[src/rtl/mbox_irq.sv]
module mbox_irq #(
  parameter int AW = 12
) (
  input  logic          clk,
  input  logic          rst_n,
  input  logic          l_en,
  input  logic          l_we,
  input  logic [AW-1:0] l_addr,
  input  logic          l_busy,
  output logic          l_irq_n,
  input  logic          r_en,
  input  logic          r_we,
  input  logic [AW-1:0] r_addr,
  input  logic          r_busy,
  output logic          r_irq_n
);
  localparam logic [AW-1:0] R_BOX = '1;
  localparam logic [AW-1:0] L_BOX = R_BOX - 1'b1;

  logic l_ok, r_ok;
  logic set_l, clr_l, set_r, clr_r;
  logic flag_l, flag_r;

  assign l_ok  = l_en & ~l_busy;
  assign r_ok  = r_en & ~r_busy;

  assign set_r = l_ok &  l_we & (l_addr == R_BOX);
  assign clr_r = r_ok & ~r_we & (r_addr == R_BOX);
  assign set_l = r_ok &  r_we & (r_addr == L_BOX);
  assign clr_l = l_ok & ~l_we & (l_addr == L_BOX);

  always_ff @(posedge clk or negedge rst_n) begin
    if (!rst_n) begin
      flag_l <= 1'b0;
      flag_r <= 1'b0;
    end else begin
      if (set_l)      flag_l <= 1'b1;
      else if (clr_l) flag_l <= 1'b0;
      if (set_r)      flag_r <= 1'b1;
      else if (clr_r) flag_r <= 1'b0;
    end
  end

  assign l_irq_n = ~flag_l;
  assign r_irq_n = ~flag_r;
endmodule


[config.mk]
export PLATFORM = sky130hd
export DESIGN_NAME = mbox_irq
export DESIGN_NICKNAME = d
export VERILOG_FILES = /design/src/rtl/mbox_irq.sv
export SDC_FILE = /design/constraint.sdc
export NUM_CORES = 1
export LEC_CHECK = 0
export ABC_CLOCK_PERIOD_IN_PS = 800
export BUFFER_PORTS_ARGS = -buffer_cell sky130_fd_sc_hd__buf_2
export CAP_MARGIN = 20
export CORE_AREA = 2 2 39 41
export DETAILED_ROUTE_END_ITERATION = 7
export DIE_AREA = 0 0 41 43
export GPL_TIMING_DRIVEN = 0
export SLEW_MARGIN = 40
export SYNTH_ARGS = -nofsm -noshare
export SYNTH_HDL_FRONTEND = slang
export SYNTH_SLANG_ARGS = --single-unit
[constraint.sdc]
create_clock -name clk -period 0.8 [get_ports clk]
set_clock_uncertainty 0.05 [all_clocks]
set_input_delay 0.12 -clock clk [delete_from_list [all_inputs] [get_ports clk]]
set_output_delay 0.12 -clock clk [all_outputs]
set_load 0.02 [all_outputs]
==> results.cfg <==
[route]
first_pass_iters = 1
route.detailed.drc = 0
wl_per_cell_um = 9.59
vias = 344
avgViaCountPerCell = 4.35
finalWirelength_um = 758
drt_iter0_drc = 0
drtAntennaViolNets = 0

[critical_path]
r2r_cells = 4
cp.required_ns = 0.63
r2r_end = flag_l$_DFFE_PN0P_
cp-end-kind = output port
crit_type = flip-flop to output port
critPathLaunchType = flip-flop
r2r-start = flag_l$_DFFE_PN0P_
cp-startpoint = flag_l$_DFFE_PN0P_
crit_fanout = 2
rrSetupSlack_ns = -0.04
cp-endpoint = l_irq_n
crit_arrival_ns = 0.75

[worst_hold_path]
min_path_type = input pin to asynchronous set/reset pin

[flow_run]
drv_cap = 0

[pwr]
total_power_mw = 0.451
powerDensity_nw_per_um2 = 899
irDropWorstVdd_uv = 282
p_int_mw = 0.356
pwr-share-comb_pct = 28.0
switching_share_pct = 21.0
p_sw_mw = 0.0949
pwr-share-clk_pct = 49.3
leakagePower_nw = 0.253
power_frac_seq_pct = 22.7

[outcome]
status = complete, but fails checks
violations = setup timing

[synthesis]
netlist_instances = 20
yosysWarnings = 0
synth_nets = 52
ys_seq_elements = 2
synthDistinctLibCells = 12
yosysSeqAreaShare_pct = 27.6
netlist_area_um2 = 181
synth.avg_cell_area_um2 = 9.07

[final_layout]
finalInstanceArea_um2 = 502
synthToLayoutAreaGrowth_pct = 177
diodes = 0
final_cells = 79
drive_above_1_share_pct = 74.6
mostFrequentLayoutCell = buf_2
nets = 97
final_cell_mix = buf_2, buf_6, buf_4, nand4_1, clkbuf_4

[timing]
fin_ws_ns = -0.123
tightest_slew_ns = 0.258
fin_crit_ns = 0.923
rsz0062_at_grt = yes
finalMaxSlewViolations = 0
max_slew_margin_pct = 82.6
timing.setup.tns_ns = -0.348
setup_violations = 4
period_share_pct = 115
hold_violations = 0
fmax_ghz = 1.08

[floorplanning]
die_y_um = 43
initial_core_util_pct = 13.1
fp-row-count = 14
ios = 34
die_area_um2 = 1760
chipWidth_um = 41
core-area_um2 = 1380

[placed_design]
io_buffers = 33
dp_cells = 69
dpl_cell_area_um2 = 367
post-place-ws_ns = -0.374
place_congestion = 0.579

[grt]
grt_pass1_wl_um = 1180
grt_max_degree = 3
grt_pass1_vias = 323
gr-total-overflow = 0
track_usage_pct = 10.3
antenna_found_initial = 0

[clocking]
cts_buffers = 3
cts-root-buf = clkbuf_4
clockBufferDepth = 2
cts_tree = done
clk_pin_slew_ns = 0.03
cts.htree.levels = 1
clk_latency_ns = 0.22
cts_sinks = 2
-- worst min-delay path by stage --
stage	start	to	slack, ns	cells after the start
after floorplan	rst_n	flag_l$_DFFE_PN0P_	-0.23	0
after global routing	rst_n	flag_l$_DFFE_PN0P_	0.17	2
after detailed placement	rst_n	flag_r$_DFFE_PN0P_	-0.14	1
final	rst_n	flag_l$_DFFE_PN0P_	0.16	2
after CTS	rst_n	flag_l$_DFFE_PN0P_	0.15	2
after global placement	rst_n	flag_l$_DFFE_PN0P_	-0.15	1
-- per-stage QoR --
stage               util (%)  hold slack [ns]
finish                  36.3            0.158
global route            36.3            0.171
CTS                     35.3            0.148
detailed placement      26.5           -0.143
global placement        26.5           -0.145
floorplan                  -           -0.226
-- what timing repair did --
action / CTS / global route
endpoints found under the setup margin: 4 / 4
resized for setup: 12 / 1
buffers inserted: 5 / 1
hold buffers: 1 / 0
pin swaps: 4 / 2
hold endpoints to repair: 2 / 0
-- power groups by stage --
| stage | clock network, mW | registers, mW | logic, mW |
|---|---|---|---|
| 2_1_floorplan | 0 | 0.103 | 0.0171 |
| 3_3_place_gp | 0 | 0.103 | 0.0925 |
| 3_5_place_dp | 0 | 0.103 | 0.0960 |
| 4_1_cts | 0.238 | 0.102 | 0.124 |
| 5_1_grt | 0.254 | 0.102 | 0.140 |
| 6_report | 0.223 | 0.102 | 0.126 |
-- critical path, stage by stage, from the launching register on --
cell and delay [ns]:
dfrtp_1 0.36, inv_2 0.06, buf_6 0.11
-- cells in the mapped netlist --
cell type	n	share of area (%)
o21ai_0	1	2.8
inv_1	2	4.1
nand4bb_1	2	12
nor4_2	1	6.9
nand4_1	4	14
or4_1	2	8.3
dfrtp_1	2	28
nand4b_1	1	4.8
o21ai_1	1	2.8
nor4_1	1	3.5
or4b_4	1	7.6
nand3_1	2	5.5
-- per-layer routing --
| layer | vias to the layer above | GRT usage, % | part of all wire, % |
|---|---|---|---|
| li1 | 173 | - | - |
| met1 | 147 | 9.84 | 32 |
| met2 | 22 | 16.9 | 57 |
| met3 | 2 | 0 | 8.8 |
| met4 | 0 | 12.0 | 2.5 |
| met5 | - | 0 | 0 |
-- final cells by class --
class | instances | area [um2]
fillers | 150 | 882
repair buffers | 40 | 264
multi-input cells | 16 | 138
flip-flops and latches | 2 | 50.0
clock buffers | 3 | 22.5
well taps | 16 | 20.0
inverters | 2 | 7.51
-- sequential cells by signal (all words and copies together), names as in the netlist --
register  count
flag_l        1
flag_r        1
-- kinds of logic after synthesis --
logic type / Yosys count / synth area share [%]
buffers and inverters: 2 / 4.14
AOI/OAI and AO/OA: 2 / 5.51
DFF: 2 / 27.6
and+or+nand+nor: 14 / 62.8
Note: power is estimated with default switching activity, not from simulation.
